## config.mk

```make
export PLATFORM = sky130hd
export DESIGN_NAME = ow_master
export DESIGN_NICKNAME = d
export VERILOG_FILES = /design/src/rtl/ow_pkg.sv /design/src/rtl/ow_tick_gen.sv /design/src/rtl/ow_line_fsm.sv /design/src/rtl/ow_master.sv
export SDC_FILE = /design/constraint.sdc
export NUM_CORES = 1
export LEC_CHECK = 0
export BUFFER_PORTS_ARGS = -buffer_cell sky130_fd_sc_hd__buf_4
export CAP_MARGIN = 20
export CORE_MARGIN = 2
export CORE_UTILIZATION = 65
export DETAILED_ROUTE_END_ITERATION = 10
export MAX_ROUTING_LAYER = met4
export PLACE_DENSITY = 0.85
export SLEW_MARGIN = 10
export SYNTH_ARGS = -nofsm -noshare
export SYNTH_HDL_FRONTEND = slang
export SYNTH_SLANG_ARGS = --single-unit
```

## constraint.sdc

```tcl
create_clock -name clk -period 8.6 [get_ports clk]
set_input_delay 0.86 -clock clk [delete_from_list [all_inputs] [get_ports clk]]
set_output_delay 0.86 -clock clk [all_outputs]
set_load 0.1 [all_outputs]
```

## src/rtl/ow_pkg.sv

```systemverilog
package ow_pkg;
    localparam int BYTE_W = 8;
    localparam int ADDR_W = 3;

    localparam logic [ADDR_W-1:0] A_CMD  = 3'd0;
    localparam logic [ADDR_W-1:0] A_DATA = 3'd1;
    localparam logic [ADDR_W-1:0] A_STAT = 3'd2;
    localparam logic [ADDR_W-1:0] A_EN   = 3'd3;
    localparam logic [ADDR_W-1:0] A_DIV  = 3'd4;

    typedef enum logic [3:0] {
        S_IDLE,
        S_RST_LOW,
        S_RST_WAIT,
        S_RST_WIN,
        S_RST_TAIL,
        S_BIT_LOW,
        S_BIT_SAMP,
        S_BIT_REST,
        S_BIT_REC
    } ow_state_e;
endpackage

```

## src/rtl/ow_tick_gen.sv

```systemverilog
module ow_tick_gen #(
    parameter int DIV_W = 5
) (
    input  logic             clk,
    input  logic             rst_n,
    input  logic             run,
    input  logic [DIV_W-1:0] div,
    output logic             tick
);
    logic [DIV_W-1:0] cnt;

    // Counter rests at zero while idle so slot phase is fixed from the start
    always_ff @(posedge clk or negedge rst_n) begin
        if (!rst_n)          cnt <= '0;
        else if (!run)       cnt <= '0;
        else if (cnt >= div) cnt <= '0;
        else                 cnt <= cnt + 1'b1;
    end

    assign tick = run && (cnt >= div);
endmodule

```

## src/rtl/ow_line_fsm.sv

```systemverilog
module ow_line_fsm
    import ow_pkg::*;
#(
    parameter int T_RST_LOW  = 480,
    parameter int T_PD_WAIT  = 60,
    parameter int T_PD_WIN   = 240,
    parameter int T_RST_TAIL = 325,
    parameter int T_LOW1     = 6,
    parameter int T_SAMP     = 15,
    parameter int T_SLOT     = 60,
    parameter int T_REC      = 2
) (
    input  logic              clk,
    input  logic              rst_n,
    input  logic              tick,
    input  logic              dq_s,
    input  logic              start_rst,
    input  logic              start_byte,
    input  logic [BYTE_W-1:0] byte_in,
    output logic              busy,
    output logic              in_reset,
    output logic              line_low,
    output logic              pd_done,
    output logic              pd_absent,
    output logic              byte_done,
    output logic [BYTE_W-1:0] byte_out
);
    localparam int M1   = (T_RST_LOW > T_RST_TAIL) ? T_RST_LOW : T_RST_TAIL;
    localparam int M2   = (T_PD_WIN > T_SLOT) ? T_PD_WIN : T_SLOT;
    localparam int MAXT = (M1 > M2) ? M1 : M2;
    localparam int CW   = $clog2(MAXT + 1);
    localparam int IW   = $clog2(BYTE_W);

    ow_state_e         state, nxt;
    logic [CW-1:0]     cnt, lim;
    logic              last;
    logic [IW-1:0]     bit_idx;
    logic [BYTE_W-1:0] tx_sh, rx_sh;
    logic              seen;

    always_comb begin
        unique case (state)
            S_RST_LOW:  lim = CW'(T_RST_LOW);
            S_RST_WAIT: lim = CW'(T_PD_WAIT);
            S_RST_WIN:  lim = CW'(T_PD_WIN);
            S_RST_TAIL: lim = CW'(T_RST_TAIL);
            S_BIT_LOW:  lim = CW'(T_LOW1);
            S_BIT_SAMP: lim = CW'(T_SAMP - T_LOW1);
            S_BIT_REST: lim = CW'(T_SLOT - T_SAMP);
            S_BIT_REC:  lim = CW'(T_REC);
            default:    lim = CW'(1);
        endcase
    end

    assign last = tick && (cnt == lim - 1'b1);

    always_comb begin
        nxt = state;
        unique case (state)
            S_IDLE:     if (start_rst) nxt = S_RST_LOW;
                        else if (start_byte) nxt = S_BIT_LOW;
            S_RST_LOW:  if (last) nxt = S_RST_WAIT;
            S_RST_WAIT: if (last) nxt = S_RST_WIN;
            S_RST_WIN:  if (last) nxt = S_RST_TAIL;
            S_RST_TAIL: if (last) nxt = S_IDLE;
            S_BIT_LOW:  if (last) nxt = S_BIT_SAMP;
            S_BIT_SAMP: if (last) nxt = S_BIT_REST;
            S_BIT_REST: if (last) nxt = S_BIT_REC;
            S_BIT_REC:  if (last) nxt = (bit_idx == IW'(BYTE_W - 1)) ? S_IDLE : S_BIT_LOW;
            default:    nxt = S_IDLE;
        endcase
    end

    // State register and tick counter within the state
    always_ff @(posedge clk or negedge rst_n) begin
        if (!rst_n) begin
            state <= S_IDLE;
            cnt   <= '0;
        end else begin
            state <= nxt;
            if (state != nxt) cnt <= '0;
            else if (tick)    cnt <= cnt + 1'b1;
        end
    end

    // Shift datapath
    always_ff @(posedge clk or negedge rst_n) begin
        if (!rst_n) begin
            bit_idx <= '0;
            tx_sh   <= '0;
            rx_sh   <= '0;
            seen    <= 1'b0;
        end else begin
            if (state == S_IDLE && start_rst) seen <= 1'b0;
            else if (state == S_IDLE && start_byte) begin
                tx_sh   <= byte_in;
                bit_idx <= '0;
            end
            if (state == S_RST_WIN && !dq_s) seen <= 1'b1;
            if (state == S_BIT_SAMP && last) rx_sh <= {dq_s, rx_sh[BYTE_W-1:1]};
            if (state == S_BIT_REC && last) begin
                tx_sh   <= tx_sh >> 1;
                bit_idx <= bit_idx + 1'b1;
            end
        end
    end

    // Outputs
    always_comb begin
        busy      = (state != S_IDLE);
        in_reset  = (state == S_RST_LOW) || (state == S_RST_WAIT) ||
                    (state == S_RST_WIN) || (state == S_RST_TAIL);
        unique case (state)
            S_RST_LOW, S_BIT_LOW:   line_low = 1'b1;
            S_BIT_SAMP, S_BIT_REST: line_low = !tx_sh[0];
            default:                line_low = 1'b0;
        endcase
        pd_done   = (state == S_RST_WIN) && last;
        pd_absent = !seen && dq_s;
        byte_done = (state == S_BIT_REC) && last && (bit_idx == IW'(BYTE_W - 1));
        byte_out  = rx_sh;
    end
endmodule

```

## src/rtl/ow_master.sv

```systemverilog
module ow_master
    import ow_pkg::*;
#(
    parameter int T_RST_LOW  = 480,
    parameter int T_PD_WAIT  = 60,
    parameter int T_PD_WIN   = 240,
    parameter int T_RST_TAIL = 325,
    parameter int T_LOW1     = 6,
    parameter int T_SAMP     = 15,
    parameter int T_SLOT     = 60,
    parameter int T_REC      = 2,
    parameter int DIV_W      = 5
) (
    input  logic              clk,
    input  logic              rst_n,
    input  logic [ADDR_W-1:0] reg_addr,
    input  logic              reg_wr,
    input  logic              reg_rd,
    input  logic [BYTE_W-1:0] reg_wdata,
    output logic [BYTE_W-1:0] reg_rdata,
    output logic              irq,
    output logic              dq_drive_low,
    input  logic              dq_in
);
    logic              tick, busy, in_reset, line_low, pd_done, pd_absent, byte_done;
    logic [BYTE_W-1:0] byte_out;
    logic              dq_s, cmd_search, cmd_force;
    logic [DIV_W-1:0]  clkdiv;
    logic [6:0]        inten;
    logic [BYTE_W-1:0] tx_buf, rx_buf;
    logic              tbe, tsre, rbf, rsrf, pd, pdr;
    logic              wr_cmd, wr_data, rd_data, rd_stat, start_rst, start_byte, irq_act;

    assign wr_cmd     = reg_wr && (reg_addr == A_CMD);
    assign wr_data    = reg_wr && (reg_addr == A_DATA);
    assign rd_data    = reg_rd && (reg_addr == A_DATA);
    assign rd_stat    = reg_rd && (reg_addr == A_STAT);
    assign start_rst  = wr_cmd && reg_wdata[0] && !busy;
    assign start_byte = !busy && !tbe && !rsrf && !start_rst;

    ow_tick_gen #(.DIV_W(DIV_W)) u_tick (
        .clk(clk), .rst_n(rst_n), .run(busy), .div(clkdiv), .tick(tick)
    );

    ow_line_fsm #(
        .T_RST_LOW(T_RST_LOW), .T_PD_WAIT(T_PD_WAIT), .T_PD_WIN(T_PD_WIN),
        .T_RST_TAIL(T_RST_TAIL), .T_LOW1(T_LOW1), .T_SAMP(T_SAMP),
        .T_SLOT(T_SLOT), .T_REC(T_REC)
    ) u_fsm (
        .clk(clk), .rst_n(rst_n), .tick(tick), .dq_s(dq_s),
        .start_rst(start_rst), .start_byte(start_byte), .byte_in(tx_buf),
        .busy(busy), .in_reset(in_reset), .line_low(line_low),
        .pd_done(pd_done), .pd_absent(pd_absent),
        .byte_done(byte_done), .byte_out(byte_out)
    );

    always_ff @(posedge clk or negedge rst_n) begin
        if (!rst_n) begin
            dq_s <= 1'b1;  cmd_search <= 1'b0;  cmd_force <= 1'b0;
            clkdiv <= '0;  inten <= '0;  tx_buf <= '0;  rx_buf <= '0;
            tbe <= 1'b1;  tsre <= 1'b0;  rbf <= 1'b0;  rsrf <= 1'b0;
            pd <= 1'b0;  pdr <= 1'b0;
        end else begin
            dq_s <= dq_in;
            if (wr_cmd) begin
                cmd_search <= reg_wdata[1];
                cmd_force  <= reg_wdata[2];
            end
            if (reg_wr && reg_addr == A_EN)  inten  <= reg_wdata[6:0];
            if (reg_wr && reg_addr == A_DIV) clkdiv <= reg_wdata[DIV_W-1:0];
            // transmit side: a data write wins over a same-cycle load
            if (start_byte) begin
                tbe  <= 1'b1;
                tsre <= 1'b0;
            end
            if (wr_data) begin
                tx_buf <= reg_wdata;
                tbe    <= 1'b0;
            end
            if (rd_stat) begin
                pd   <= 1'b0;
                tsre <= 1'b0;
            end
            if (byte_done) tsre <= 1'b1;
            if (pd_done) begin
                pd  <= 1'b1;
                pdr <= pd_absent;
            end
            // receive side
            if (byte_done) begin
                if (!rbf || rd_data) begin
                    rx_buf <= byte_out;
                    rbf    <= 1'b1;
                end else begin
                    rsrf <= 1'b1;
                end
            end else if (rd_data) begin
                if (rsrf) begin
                    rx_buf <= byte_out;
                    rsrf   <= 1'b0;
                end else begin
                    rbf <= 1'b0;
                end
            end
        end
    end

    always_comb begin
        case (reg_addr)
            A_CMD:   reg_rdata = {4'b0, dq_s, cmd_force, cmd_search, in_reset};
            A_DATA:  reg_rdata = rx_buf;
            A_STAT:  reg_rdata = {2'b0, rsrf, rbf, tsre, tbe, pdr, pd};
            A_EN:    reg_rdata = {1'b0, inten};
            A_DIV:   reg_rdata = BYTE_W'(clkdiv);
            default: reg_rdata = '0;
        endcase
    end

    assign irq_act      = (pd & inten[0]) | (tbe & inten[2]) | (tsre & inten[3]) |
                          (rbf & inten[4]) | (rsrf & inten[5]);
    assign irq          = inten[1] ? irq_act : !irq_act;
    assign dq_drive_low = line_low | (cmd_force & inten[6]);
endmodule

```

==> flow_summary.yaml, run 1 <==
run_status:
  status: "completed"
setup_path:
  critPathRequiredTime_ns: 8.80
  end_kind: "flop"
  reg2reg_slack_ns: 4.40
  max_stage_delay_ns: 0.89
  rr_endpoint: "u_fsm.cnt[7]$_DFFE_PN0P_"
  r2r-start: "u_fsm.state[3]$_DFF_PN0_"
  crit_path_frequent_cell: "nor2_1"
  criticalPathCategory: "reg2reg"
  arrival_ns: 4.40
  slowest_stage: "dfrtp_1"
  cp_cell_sequence: "nor3b_2 > nor2_1 > a21oi_1 > ha_1 > xnor2_1 > nor2_1 > mux2i_1 > a2bb2oi_1 > or4_1 > o2111ai_1 > a2111oi_0"
  crit_fanout: 29
  start_kind: "flop"
  reg2regPathDepth: 11
clocking:
  cts_buffer_depth: 2
  htreeDepth: 3
  holdBufCountCts: 0
  clkTransAtPathRegs_ns: 0.08
  cts_setup_buffers: 0
  cts_made_buffers: 9
  cts.sinks: 75
  insertion_delay_ns: 0.35
  cts_tree: "built"
  cts-root-buf: "clkbuf_8"
  post_cts_resized: 0
min_path:
  hold_class: "reg2reg"
  min_path_cells: 1
  min_to: "tx_buf[5]$_DFFE_PN0P_"
  holdCritStartpoint: "tx_buf[5]$_DFFE_PN0P_"
floorplan:
  die-area_mm2: 0.00701
  die_y_um: 83.7
  ioPinCount: 26
  initial_core_util_pct: 66.2
  std_cell_rows: 29
  coreArea_mm2: 0.00624
  die_w_um: 83.7
global_routing:
  antenna_found_initial: 0
  grt_pass1_vias: 3277
  grt_pass1_wl_um: 16300
  overflow: 0
  grt_use_total_pct: 30.5
  grt_max_degree: 76
timing:
  setup_tns_ns: 0
  max_slew_margin_pct: 33.1
  fin_skew_ns: 0.0120
  period_needed_ns: 4.20
  slew_violations: 0
  tightestPinTransition_ns: 0.994
  setup_viol: 0
  fin_crit_sh_pct: 48.9
  finalHoldViolations: 0
  hold_slack_ns: 0.510
  fmax_mhz: 238
  rsz0062_at_grt: "false"
synth:
  synth_area_leaders: "dfrtp_1, mux2_2, o21ai_0"
  ys_seq_area_share_pct: 45.5
  avgSynthCellArea_um2: 10.3
  synthCells: 401
  synthFlopType: "dfrtp_1"
  yosysTopAreaCell: "dfrtp_1"
  synth_cell_types: 60
  synth-seq-cells: 75
  synth_top_area_share_pct: 44.2
  synthesis.nets: 427
  yosysWarnings: 0
  async_flop_share_pct: 100
  synth_enable_flop_cells: 0
  syn_area_mm2: 0.00413
job:
  cap_violations: 0
pwr:
  p_leak_nw: 2.00
  ir_drop_uv: 231
  powerDensity_mw_per_mm2: 299
routing:
  vias: 3372
  drt_iter0_drc: 373
  first_pass_iters: 5
  vias_per_cell: 6.74
  detail-route-antenna-nets: 0
  wl_per_cell_um: 19.3
  remaining_drc_errors: 0
  wirelength_um: 9640
placed_design:
  dpl-instance-area_mm2: 0.00432
  place.gp.congestion: 0.907
  place.port_buffers: 25
  place.detailed.hpwl_um: 6580
cells_and_area:
  final_cell_area_mm2: 0.00455
  antenna_cells: 0
  drive_above_1_share_pct: 21.0
  seq_area_mm2: 0.00188
  fin_util_pct: 72.8
  multi_input_area_mm2: 0.00209
  areaGrowthSynthToFinish_pct: 9.99
  fillCellCount: 438
  fin_nets: 444
[synthesized netlist by cell type, drive strengths merged (8+ instances only)]
cell     instances
dfrtp           73
mux2            39
nand2           34
o21ai           28
nor2            27
nor2b           15
buf             13
inv             13
a21oi           11
a22oi           10
ha              10
nand3           10
xnor2           10
a2111oi          8
and2             8
clkbuf           8
[cells in the final DEF (no fill, tap or decap), types with 8 or more instances in the layout]
cell type	n
a21oi_1	11
nor2b_1	14
buf_4	27
and2_1	8
ha_1	10
nor2_1	27
mux2_2	38
o21ai_0	27
dfrtp_1	73
xnor2_1	9
nand3_1	10
nand2_1	34
a22oi_1	10
clkbuf_8	9
inv_1	12
a2111oi_0	8
[kinds of logic after synthesis]
group                    Yosys count  share of synthesized area, %
AND/OR/NAND/NOR                  122                          15.3
AO/OA/AOI/OAI                     97                          16.2
flip-flops                        75                          45.5
multiplexers                      46                          12.3
buffers and inverters             34                          3.84
XOR/XNOR                          17                          3.78
adder cells (fa/ha/maj)           10                          3.03
[area by class of cell]
| type | instances | area share [%] |
|---|---|---|
| Sequential cell | 75 | 41.3 |
| Timing Repair Buffer | 27 | 4.46 |
| Clock buffer | 10 | 2.81 |
| Tap cell | 77 | 2.12 |
| Clock inverter | 6 | 2.12 |
| Inverter | 13 | 1.07 |
| Multi-Input combinational cell | 292 | 46.1 |
[power by group]
group	internal, mW	switching, mW	leakage [nW]
Clock	0.167	0.135	0.109
Combinational	0.208	0.319	0.929
Sequential	0.426	0.102	0.960
Total	0.800	0.557	2.00
[registers in the layout (all words and copies together) (netlist names), 3 cells and up]
register	cells
u_fsm.cnt	9
rx_buf	8
tx_buf	8
u_fsm.byte_out	8
u_fsm.tx_sh	8
inten	7
clkdiv	5
u_tick.cnt	5
u_fsm.state	4
u_fsm.bit_idx	3
[worst max-delay path, delay by kind of cell (launching register included)]
kind / cells / cell delay, ns
compound gates: 4 / 1.48
xor+xnor: 1 / 0.24
fa+ha+maj: 1 / 0.33
flops: 1 / 0.89
mux: 1 / 0.21
simple gates: 4 / 0.91
[how the worst max path moves through the flow]
stage | start | cells past startpoint | endpoint
finish | u_fsm.state[3]$_DFF_PN0_ | 11 | u_fsm.cnt[7]$_DFFE_PN0P_
global route | u_fsm.state[3]$_DFF_PN0_ | 11 | u_fsm.cnt[7]$_DFFE_PN0P_
CTS | u_fsm.state[2]$_DFF_PN0_ | 11 | u_fsm.cnt[7]$_DFFE_PN0P_
detailed placement | u_fsm.state[3]$_DFF_PN0_ | 11 | u_fsm.cnt[7]$_DFFE_PN0P_
global placement | u_fsm.state[2]$_DFF_PN0_ | 11 | u_fsm.cnt[6]$_DFFE_PN0P_
floorplan | reg_addr[0] | 3 | reg_rdata[0]
[metal layers]
layer | GRT usage, % | part of all wire (%)
met4 | 11.7 | 2.5
met1 | 41.0 | 41
met5 | - | 0
met2 | 47.1 | 50
met3 | 4.85 | 6.7
[metrics by stage]
| stage | worst slack [ns] | power [mW] | instances |
|---|---|---|---|
| final | 4.40 | 1.36 | 500 |
| after global routing | 3.96 | 1.44 | 500 |
| after CTS | 4.44 | 1.36 | 500 |
| after detailed placement | 4.56 | 1.04 | 484 |
| after global placement | 4.74 | 1.02 | 484 |
| after floorplan | 4.35 | 0.915 | 401 |
(Power assumes the default switching activity.)
==> run 2: changes to the inputs <==
- CORE_UTILIZATION: 65 -> 55
- PLACE_DENSITY: 0.85 -> 0.76
- clock period: 8.6 -> 3.8 ns (I/O delays scaled with it)
==> run 2 against run 1 <==
Effect of this change:
- register-to-register slack lost 4.1 ns
- highest routed layer unchanged
- global-route usage is 5.9 points lower
- clock skew is 0.0032 ns lower
- critical path depth did not move
- final area rose by 1.0%
- setup slack lost 4.1 ns
- largest power group is now combinational logic
- critical endpoint is now rx_buf[2]$_DFFE_PN0P_
- first-iteration DRC count shrank 7.0%
- combinational power increased by 140%
- power increased by 120%
- clock-buffer cell count did not move
- sequential power increased by 120%
==> flow_summary.yaml, run 2 (synthesis gave the netlist of run 1 again) <==
routing:
  vias_per_cell: 6.20
  detail-route-antenna-nets: 0
  wl_per_cell_um: 17.5
  drt_iter0_drc: 347
  remaining_drc_errors: 0
  route.met2.wl_um: 4410
  detail_route.wirelength.met1_um: 4140
  wl_met3_um: 507
  first_pass_iters: 5
  vias: 3285
  wirelength_um: 9260
  top_layer: "met4"
global_routing:
  grt_pass1_wl_um: 15700
  grt_max_degree: 76
  antenna_found_initial: 0
  grt_pass1_vias: 3131
  overflow: 0
  grt_use_total_pct: 24.6
min_path:
  min_to: "dq_s$_DFF_PN1_"
  holdCritStartpoint: "dq_in"
  min_path_cells: 1
  hold_class: "in2reg"
floorplan:
  std_cell_rows: 31
  ioPinCount: 26
  coreArea_mm2: 0.00725
  die_y_um: 90.7
  die_w_um: 90.7
  die-area_mm2: 0.00822
  initial_core_util_pct: 57.0
clocking:
  cts_buffer_depth: 2
  cts-root-buf: "clkbuf_8"
  holdBufCountCts: 0
  insertion_delay_ns: 0.35
  cts.sinks: 75
  cts_tree: "built"
  cts_made_buffers: 9
  htreeDepth: 3
  clkTransAtPathRegs_ns: 0.08
timing:
  period_needed_ns: 3.55
  setup_viol: 0
  fin_crit_sh_pct: 93.4
  max_slew_margin_pct: 39.0
  fin_skew_ns: 0.00871
  setup_tns_ns: 0
  rsz0062_at_grt: "false"
  fmax_mhz: 282
  finalHoldViolations: 0
  tightestPinTransition_ns: 0.915
  slew_violations: 0
setup_path:
  cp_cell_sequence: "nor2b_1 > nor2_1 > a21oi_1 > ha_1 > a211oi_1 > o21ai_0 > o2111ai_1 > a2bb2oi_1 > or4_1 > o22ai_2 > mux2_2"
  rr_endpoint: "rx_buf[2]$_DFFE_PN0P_"
  reg2regPathDepth: 11
  crit_fanout: 10
  critPathRequiredTime_ns: 4.03
  arrival_ns: 3.78
  criticalPathCategory: "reg2reg"
  crit_family: "compound AO/OA/AOI/OAI gates"
  max_stage_delay_ns: 0.60
  r2r-start: "u_fsm.state[0]$_DFF_PN0_"
  reg2reg_slack_ns: 0.25
  slowest_stage: "or4_1"
  crit_buf_inv: 0
  end_kind: "flop"
  start_kind: "flop"
pwr:
  powerDensity_mw_per_mm2: 639
  power_mw: 2.93
  ir_drop_uv: 386
  p_leak_nw: 2.01
cells_and_area:
  drive_above_1_share_pct: 23.2
  mostFrequentLayoutCells: "dfrtp_1, mux2_2, buf_4"
  largest_reg_flops: 9
  antenna_cells: 0
  areaGrowthSynthToFinish_pct: 11.1
  final_common_cell: "dfrtp_1"
  regMostFlops: "u_fsm.cnt"
  fin_nets: 452
placed_design:
  place.port_buffers: 25
  place.detailed.hpwl_um: 6600
  place.gp.congestion: 0.894
run_status:
  status: "completed"
job:
  cap_violations: 0
run 2: changes by cell type in the layout (fill, tap and decap cells not counted):
cell,change
nor2_2,+1
nor2_1,-1
o2111ai_1,-1
o2111ai_2,+1
a2111oi_0,-4
clkinv_2,+3
clkinv_4,-1
dfrtp_2,+1
inv_8,-1
buf_4,+8
bufinv_16,-2
a2111oi_1,+4
inv_6,+1
dfrtp_1,-1
run 2: where the power goes:
part | leakage [nW] | internal [mW] | switching (mW) | total (mW)
registers | 0.959 | 0.965 | 0.174 | 1.14
logic | 0.969 | 0.497 | 0.752 | 1.25
clock network | 0.0868 | 0.238 | 0.307 | 0.545
run 2: metal layers:
layer | GRT usage (%) | up-vias
met1 | 33.7 | 1631
met3 | 5.18 | 22
met4 | 9.23 | 0
li1 | - | 1521
met2 | 36.3 | 111
met5 | - | -
run 2: area by class of cell:
| cell class | count | area [um^2] |
|---|---|---|
| fill | 587 | 2660 |
| multi-input combinational | 292 | 2110 |
| sequential | 75 | 1880 |
| timing repair buffer | 35 | 263 |
| clock buffer | 10 | 128 |
| tap | 99 | 124 |
| inverter | 13 | 48.8 |
| clock inverter | 6 | 40.0 |
run 2: repair_timing:
| item | in CTS | in global routing |
|---|---|---|
| setup buffers | 0 | 0 |
| gates resized for setup | 0 | 7 |
| endpoints found under the setup margin | 0 | 8 |
run 2: worst max path at each step:
stage,cells after the start,to,slack (ns),start
after global placement,12,u_fsm.cnt[7]$_DFFE_PN0P_,0.44,u_fsm.state[2]$_DFF_PN0_
after global routing,12,u_fsm.cnt[4]$_DFFE_PN0P_,0.02,u_fsm.state[0]$_DFF_PN0_
final,11,rx_buf[2]$_DFFE_PN0P_,0.25,u_fsm.state[0]$_DFF_PN0_
after detailed placement,12,u_fsm.cnt[6]$_DFFE_PN0P_,0.25,u_fsm.state[3]$_DFF_PN0_
after CTS,12,u_fsm.cnt[6]$_DFFE_PN0P_,0.23,u_fsm.state[3]$_DFF_PN0_
after floorplan,4,dq_drive_low,0.43,u_fsm.state[3]$_DFF_PN0_
run 2: stage by stage:
step	instance area, um^2	setup WS (ns)	util [%]	cells	hold slack, ns
after floorplan	4130	0.434	-	401	0.0844
after global placement	4410	0.437	60.8	514	0.479
after detailed placement	4410	0.254	60.8	514	0.482
after CTS	4580	0.227	63.1	530	0.126
after global routing	4590	0.0230	63.3	530	0.121
final	4590	0.250	63.3	530	0.138
